File: config.mk
export PLATFORM = sky130hd
export DESIGN_NAME = irq_agg_top
export DESIGN_NICKNAME = d
export VERILOG_FILES = /design/src/rtl/irq_agg_pkg.sv /design/src/rtl/irq_agg_tree.sv /design/src/rtl/irq_agg_cfg.sv /design/src/rtl/irq_agg_regif.sv /design/src/rtl/irq_agg_top.sv
export SDC_FILE = /design/constraint.sdc
export NUM_CORES = 2
export LEC_CHECK = 0
export BUFFER_PORTS_ARGS = -buffer_cell sky130_fd_sc_hd__buf_4
export CAP_MARGIN = 20
export CORE_AREA = 3 3 606 608
export DETAILED_ROUTE_END_ITERATION = 8
export DIE_AREA = 0 0 609 611
export HOLD_SLACK_MARGIN = 0.12
export PLACE_DENSITY = 0.42
export SYNTH_ARGS = -nofsm -noshare
export SYNTH_HDL_FRONTEND = slang
export SYNTH_HIERARCHICAL = 1
export SYNTH_SLANG_ARGS = --single-unit
File: constraint.sdc
create_clock -name clk -period 9.34 [get_ports clk]
set_clock_uncertainty 0.05 [all_clocks]
set_input_delay 1.868 -clock clk [delete_from_list [all_inputs] [get_ports clk]]
set_output_delay 1.868 -clock clk [all_outputs]
set_load 0.03 [all_outputs]
File: src/rtl/irq_agg_pkg.sv
package irq_agg_pkg;
  typedef enum logic [3:0] {
    OFF_ROOT = 4'd0,
    OFF_MST0 = 4'd1,
    OFF_SEL  = 4'd5,
    OFF_STAT = 4'd6,
    OFF_CFG  = 4'd7,
    OFF_RAW  = 4'd8
  } reg_off_e;

  localparam int LINES_PER_BLK = 8;
  localparam int BLKS_PER_MST  = 8;
  localparam int MAX_MASTERS   = 4;

  typedef struct packed {
    logic mask_rise;
    logic mask_fall;
    logic level;
  } line_cfg_t;

  localparam line_cfg_t CFG_RESET = '{mask_rise: 1'b1, mask_fall: 1'b1, level: 1'b0};
endpackage

File: src/rtl/irq_agg_tree.sv
module irq_agg_tree #(
  parameter int NUM_LINES   = 256,
  parameter int NUM_BLOCKS  = 32,
  parameter int NUM_MASTERS = 4
) (
  input  logic [NUM_LINES-1:0]       pend_i,
  input  logic [NUM_LINES-1:0]       raw_i,
  output logic [NUM_BLOCKS*8-1:0]    pend_pad_o,
  output logic [NUM_BLOCKS*8-1:0]    raw_pad_o,
  output logic [NUM_MASTERS*8-1:0]   mst_bytes_o,
  output logic [7:0]                 root_o,
  output logic                       any_o
);
  localparam int PAD_LINES = NUM_BLOCKS * 8;
  localparam int PAD_BLKS  = NUM_MASTERS * 8;

  logic [NUM_BLOCKS-1:0] blk_any;

  for (genvar l = 0; l < PAD_LINES; l++) begin : g_line
    if (l < NUM_LINES) begin : g_real
      assign pend_pad_o[l] = pend_i[l];
      assign raw_pad_o[l]  = raw_i[l];
    end else begin : g_pad
      assign pend_pad_o[l] = 1'b0;
      assign raw_pad_o[l]  = 1'b0;
    end
  end

  for (genvar b = 0; b < NUM_BLOCKS; b++) begin : g_blk
    assign blk_any[b] = |pend_pad_o[b*8 +: 8];
  end

  for (genvar g = 0; g < PAD_BLKS; g++) begin : g_mbit
    if (g < NUM_BLOCKS) begin : g_real
      assign mst_bytes_o[g] = blk_any[g];
    end else begin : g_pad
      assign mst_bytes_o[g] = 1'b0;
    end
  end

  for (genvar r = 0; r < 8; r++) begin : g_root
    if (r >= 1 && r <= NUM_MASTERS) begin : g_mst
      assign root_o[r] = |mst_bytes_o[(r-1)*8 +: 8];
    end else begin : g_zero
      assign root_o[r] = 1'b0;
    end
  end

  assign any_o = |root_o;
endmodule

File: src/rtl/irq_agg_cfg.sv
module irq_agg_cfg
  import irq_agg_pkg::*;
#(
  parameter int NUM_LINES = 256
) (
  input  logic                   clk,
  input  logic                   rst_n,
  input  logic [7:0]             sel_i,
  input  logic                   we_i,
  input  logic [6:0]             wdata_i,
  output logic [NUM_LINES*3-1:0] cfg_o,
  output logic [NUM_LINES-1:0]   clr_o,
  output logic [7:0]             rd_o
);
  logic [2:0]           idx_q;
  line_cfg_t            cfg_q [NUM_LINES];
  logic [NUM_LINES-1:0] clr_q;
  logic [10:0]          tgt_line;
  logic [10:0]          rd_line;
  line_cfg_t            rd_cfg;

  assign tgt_line = {sel_i, wdata_i[6:4]};
  assign rd_line  = {sel_i, idx_q};

  always_ff @(posedge clk or negedge rst_n) begin
    if (!rst_n) begin
      idx_q <= 3'd0;
      clr_q <= '0;
      for (int l = 0; l < NUM_LINES; l++) cfg_q[l] <= CFG_RESET;
    end else begin
      clr_q <= '0;
      if (we_i) begin
        idx_q <= wdata_i[6:4];
        for (int l = 0; l < NUM_LINES; l++) begin
          if (tgt_line == 11'(l)) begin
            cfg_q[l] <= line_cfg_t'(wdata_i[2:0]);
            clr_q[l] <= wdata_i[3];
          end
        end
      end
    end
  end

  always_comb begin
    rd_cfg = '0;
    for (int l = 0; l < NUM_LINES; l++)
      if (rd_line == 11'(l)) rd_cfg = cfg_q[l];
  end

  for (genvar l = 0; l < NUM_LINES; l++) begin : g_out
    assign cfg_o[l*3 +: 3] = cfg_q[l];
  end

  assign clr_o = clr_q;
  assign rd_o  = {1'b0, idx_q, 1'b0, rd_cfg};
endmodule

File: src/rtl/irq_agg_regif.sv
module irq_agg_regif
  import irq_agg_pkg::*;
#(
  parameter int NUM_BLOCKS  = 32,
  parameter int NUM_MASTERS = 4
) (
  input  logic                     clk,
  input  logic                     rst_n,
  input  logic                     req_valid_i,
  output logic                     req_ready_o,
  input  logic                     req_write_i,
  input  logic [3:0]               req_addr_i,
  input  logic [7:0]               req_wdata_i,
  output logic                     rsp_valid_o,
  input  logic                     rsp_ready_i,
  output logic [7:0]               rsp_rdata_o,
  input  logic [7:0]               root_i,
  input  logic [NUM_MASTERS*8-1:0] mst_bytes_i,
  input  logic [NUM_BLOCKS*8-1:0]  pend_pad_i,
  input  logic [NUM_BLOCKS*8-1:0]  raw_pad_i,
  input  logic [7:0]               cfg_rd_i,
  output logic [7:0]               sel_o,
  output logic                     cfg_we_o,
  output logic [6:0]               cfg_wdata_o
);
  logic       rsp_q;
  logic [7:0] rdata_q;
  logic [7:0] sel_q;
  logic       acc;
  logic [7:0] win_pend;
  logic [7:0] win_raw;
  logic [7:0] mst_rd;
  logic [7:0] rd_mux;

  assign req_ready_o = !rsp_q || rsp_ready_i;
  assign acc         = req_valid_i && req_ready_o;

  always_comb begin
    win_pend = '0;
    win_raw  = '0;
    for (int b = 0; b < NUM_BLOCKS; b++) begin
      if (sel_q == 8'(b)) begin
        win_pend = pend_pad_i[b*8 +: 8];
        win_raw  = raw_pad_i[b*8 +: 8];
      end
    end
  end

  always_comb begin
    mst_rd = '0;
    for (int m = 0; m < NUM_MASTERS; m++)
      if (req_addr_i == 4'(int'(OFF_MST0) + m)) mst_rd = mst_bytes_i[m*8 +: 8];
  end

  always_comb begin
    unique case (req_addr_i)
      OFF_ROOT:                     rd_mux = root_i;
      4'd1, 4'd2, 4'd3, 4'd4:       rd_mux = mst_rd;
      OFF_SEL:                      rd_mux = sel_q;
      OFF_STAT:                     rd_mux = win_pend;
      OFF_CFG:                      rd_mux = cfg_rd_i;
      OFF_RAW:                      rd_mux = win_raw;
      default:                      rd_mux = 8'h00;
    endcase
  end

  always_ff @(posedge clk or negedge rst_n) begin
    if (!rst_n) begin
      rsp_q   <= 1'b0;
      rdata_q <= 8'h00;
      sel_q   <= 8'h00;
    end else begin
      if (acc && !req_write_i) begin
        rsp_q   <= 1'b1;
        rdata_q <= rd_mux;
      end else if (rsp_ready_i) begin
        rsp_q <= 1'b0;
      end
      if (acc && req_write_i && req_addr_i == OFF_SEL) sel_q <= req_wdata_i;
    end
  end

  assign rsp_valid_o = rsp_q;
  assign rsp_rdata_o = rdata_q;
  assign sel_o       = sel_q;
  assign cfg_we_o    = acc && req_write_i && req_addr_i == OFF_CFG;
  assign cfg_wdata_o = req_wdata_i[6:0];
endmodule

File: src/rtl/irq_agg_top.sv
module irq_agg_top
  import irq_agg_pkg::*;
#(
  parameter int NUM_LINES = 256
) (
  input  logic                   clk,
  input  logic                   rst_n,
  input  logic [NUM_LINES-1:0]   line_pend_i,
  input  logic [NUM_LINES-1:0]   line_raw_i,
  input  logic                   req_valid_i,
  output logic                   req_ready_o,
  input  logic                   req_write_i,
  input  logic [3:0]             req_addr_i,
  input  logic [7:0]             req_wdata_i,
  output logic                   rsp_valid_o,
  input  logic                   rsp_ready_i,
  output logic [7:0]             rsp_rdata_o,
  output logic                   irq_o,
  output logic [NUM_LINES*3-1:0] line_cfg_o,
  output logic [NUM_LINES-1:0]   line_clr_o
);
  localparam int NUM_BLOCKS  = (NUM_LINES + LINES_PER_BLK - 1) / LINES_PER_BLK;
  localparam int NUM_MASTERS = (NUM_BLOCKS + BLKS_PER_MST - 1) / BLKS_PER_MST;

  initial begin
    if (NUM_LINES < 1 || NUM_MASTERS > MAX_MASTERS)
      $error("irq_agg_top: NUM_LINES must be 1..256");
  end

  logic [NUM_BLOCKS*8-1:0]  pend_pad;
  logic [NUM_BLOCKS*8-1:0]  raw_pad;
  logic [NUM_MASTERS*8-1:0] mst_bytes;
  logic [7:0]               root;
  logic [7:0]               sel;
  logic                     cfg_we;
  logic [6:0]               cfg_wdata;
  logic [7:0]               cfg_rd;

  irq_agg_tree #(
    .NUM_LINES  (NUM_LINES),
    .NUM_BLOCKS (NUM_BLOCKS),
    .NUM_MASTERS(NUM_MASTERS)
  ) u_tree (
    .pend_i     (line_pend_i),
    .raw_i      (line_raw_i),
    .pend_pad_o (pend_pad),
    .raw_pad_o  (raw_pad),
    .mst_bytes_o(mst_bytes),
    .root_o     (root),
    .any_o      (irq_o)
  );

  irq_agg_cfg #(
    .NUM_LINES(NUM_LINES)
  ) u_cfg (
    .clk    (clk),
    .rst_n  (rst_n),
    .sel_i  (sel),
    .we_i   (cfg_we),
    .wdata_i(cfg_wdata),
    .cfg_o  (line_cfg_o),
    .clr_o  (line_clr_o),
    .rd_o   (cfg_rd)
  );

  irq_agg_regif #(
    .NUM_BLOCKS (NUM_BLOCKS),
    .NUM_MASTERS(NUM_MASTERS)
  ) u_regif (
    .clk        (clk),
    .rst_n      (rst_n),
    .req_valid_i(req_valid_i),
    .req_ready_o(req_ready_o),
    .req_write_i(req_write_i),
    .req_addr_i (req_addr_i),
    .req_wdata_i(req_wdata_i),
    .rsp_valid_o(rsp_valid_o),
    .rsp_ready_i(rsp_ready_i),
    .rsp_rdata_o(rsp_rdata_o),
    .root_i     (root),
    .mst_bytes_i(mst_bytes),
    .pend_pad_i (pend_pad),
    .raw_pad_i  (raw_pad),
    .cfg_rd_i   (cfg_rd),
    .sel_o      (sel),
    .cfg_we_o   (cfg_we),
    .cfg_wdata_o(cfg_wdata)
  );
endmodule

==> qor.yml <==
global_route:
  grt_max_degree: 152
  antenna_found_initial: 74
  grt-ovfl-total: 0
  grt_usage_pct: 27.3
  grt_pass1_wl_um: 666000
  first_global_vias: 58199
logic_synthesis:
  synthTopCellsByCount: "829 x mux2_2, 566 x nor2_1, 541 x buf_4"
  synthesis.instances: 5821
  ys_types: 101
  synth.area.top_cells: "dfstp_2 23%, dfrtp_1 22%, mux2_2 16%, buf_4 6.8%, nor2_1 3.6%"
  synth_area_per_cell_um2: 10.2
  yosysTopAreaCell: "dfstp_2"
  synth_top_area_share_pct: 22.6
  synth.most_common_cell: "mux2_2"
  yosys_warnings: 6
  synth_edf_count: 0
  synth_seq_cells: 1044
  seq_area_frac_synth_pct: 44.9
  netlist_area_mm2: 0.0596
  synthArstFlopShare_pct: 100
  synth_flop_cell: "dfrtp_1"
cts:
  cts_setup_buffers: 0
  cts_num_sinks: 1044
  ctsResizeCount: 0
  insertion_delay_ps: 860
  holdBufCountCts: 0
  h-tree-depth: 4
  clock_path_buffers: 4
  root_buffer: "clkbuf_16"
  cts_inserted_buffers: 139
  tritoncts: "done"
  clk_transition_reported_paths_ps: 60
power_and_ir_drop:
  power_switching_mw: 5.14
  power_frac_clock_pct: 40.4
  comb_power_share_pct: 25.6
  intPower_mw: 8.70
  ir_drop_mv: 0.129
  power_frac_seq_pct: 34.0
  p_leak_nw: 34.3
  sw_frac_of_total_pct: 37.1
  pwr_density_cell_mw_per_mm2: 176
floorplan:
  pin_count: 1564
  fp.dieW_um: 609
  core.rowCount: 221
  core_mm2: 0.362
  start_util_pct: 16.5
  die_area_mm2: 0.372
  die_y_um: 611
timing:
  layout_min_cycle_time_ps: 7540
  final_max_slew_viol_count: 0
  max_freq_ghz: 0.133
  hold_violations: 0
  slew_headroom_pct: 18.2
  min_period_over_period_pct: 80.8
  rsz0062_at_grt: "no"
  worst_pin_slew_ps: 1230
  finalSetupTns_ps: 0
  setup_viol: 0
worst_setup_path:
  endpoint_kind: "flop"
  r2r_start: "u_regif/sel_o[0]"
  rrSetupSlack_ps: 1800
  path_class: "reg2reg"
  worst_ep_required_time_ps: 10010
  cp.arrival_ps: 8220
  worstRegToRegCells: 17
  critical_path.startpoint: "u_regif/sel_o[0]"
  start_kind: "flop"
  endpoint: "u_regif/rsp_rdata_o[1]"
  r2r_end: "u_regif/rsp_rdata_o[1]"
  crit_fanout: 35
route:
  drtAntennaViolNets: 0
  drt-wirelength-per-cell_um: 45.3
  vias: 57630
  routed_wl_um: 531000
  first_iter_violations: 6099
  post-route-drc-count: 0
  vias_per_cell: 4.92
  drt-pass1-iter-count: 6
place:
  io_buffers: 1563
  gp_congestion: 0.977
  place_area_mm2: 0.0738
  hpwlAfterDp_um: 421000
outcome:
  status: "complete, no violations"
final_layout:
  final_layout_size_suffix_gt1_share_pct: 51.4
  syn_to_final_growth_pct: 31.7
  stdcell_area_mm2: 0.0785
  fin_nets: 7291
min_path:
  hp-class: "reg2reg"
run:
  drv_cap: 0
## logic make-up (layout without fill, tap and decap cells)
family	Yosys count	in the layout	synth area share (%)
simple gates	1559	1559	12.6
compound gates	1250	1250	13.9
flops	1044	1044	44.9
buf+inv	1005	2049	10.1
mux	961	961	18.5
other cells	2	49	0.0126
## cells in the final DEF, fill, tap and decap left out, types with 18 or more instances in the layout
cell	count
nand2b_1	31
nand4_1	41
o22ai_1	116
clkbuf_1	32
nor2_4	21
or3_1	18
and2_1	21
and3_1	109
nor2_2	30
inv_1	22
clkbuf_16	143
mux2_2	829
a211oi_1	45
a21oi_1	283
mux4_2	29
o21ai_0	265
nand3_1	84
o211ai_1	46
nor3_1	63
clkbuf_8	35
mux2i_1	103
o32ai_1	23
nor2_1	525
dfstp_2	512
a31oi_1	47
a21o_1	19
a221oi_1	44
dfrtp_1	524
nor2b_1	38
o221ai_1	32
nor4_1	90
a22oi_1	72
nand2_1	355
o31ai_1	22
diode_2	43
buf_4	1753
## worst min path at each step
stage,startpoint,endpoint,slack (ps),cells past startpoint
3_5_place_dp,u_cfg/cfg_o[572],u_cfg/cfg_o[572],470,2
4_1_cts,u_cfg/cfg_o[572],u_cfg/cfg_o[572],480,2
6_report,u_cfg/cfg_o[572],u_cfg/cfg_o[572],480,2
3_3_place_gp,u_cfg/cfg_o[531],u_cfg/cfg_o[531],470,1
2_1_floorplan,u_cfg/cfg_o[572],u_cfg/cfg_o[572],510,2
5_1_grt,u_cfg/cfg_o[572],u_cfg/cfg_o[572],500,2
## state kept, by name (all words and copies together), names as in the netlist
name and cells:
u_regif/rsp_valid_o 1, u_cfg/clr_o 256, u_regif/sel_o 8, u_cfg/idx_q 3, u_regif/rsp_rdata_o 8, u_cfg/cfg_o 768
## metal layers
layer / vias up / wire, um / GRT usage [%]
met2: 3553 / 263000 / 47.9
met1: 30387 / 186000 / 29.0
li1: 22726 / - / -
met5: - / 21 / 0
met3: 960 / 35300 / 5.55
met4: 4 / 46400 / 20.2
## power groups by stage
stage / registers (mW) / clock network (mW) / logic (mW)
after floorplan: 4.67 / 0 / 1.66
after global placement: 4.77 / 0 / 3.47
after detailed placement: 4.78 / 0 / 3.46
after CTS: 4.70 / 5.71 / 3.47
after global routing: 4.71 / 5.88 / 3.55
final: 4.71 / 5.59 / 3.55
## per-stage QoR
step	util, %	worst slack, ps	std cells	total power, mW	hold slack (ps)
finish	21.7	1800	11706	13.8	479
global route	21.7	1760	11681	14.1	503
CTS	21.6	1950	11661	13.9	482
detailed placement	20.4	2040	11413	8.24	472
global placement	20.3	2010	11406	8.24	474
floorplan	-	3890	5825	6.33	508
## critical path, cell delays in order, from the launching register on
cell,delay (ps)
dfrtp_4,660
nor4_4,940
buf_4,660
nand2_2,550
o21ai_0,360
nand2_1,120
a2111oi_0,760
o311ai_0,310
o211ai_1,370
a22oi_1,160
nor2_1,690
nand2_1,280
mux4_2,520
a21oi_1,390
a2111oi_0,180
o211ai_1,120
a21oi_1,80
o22ai_1,190
## final cells by class
cell class                      instances  area (um2)
Multi-Input combinational cell       3776       27400
Clock buffer                          207        4140
Fill cell                           39711      284000
Tap cell                             4794        6000
Timing Repair Buffer                 1774       13500
Antenna cell                           43         108
Inverter                               27         106
Clock inverter                         41         493
Sequential cell                      1044       26800
Power figures use the tool's default switching activity.
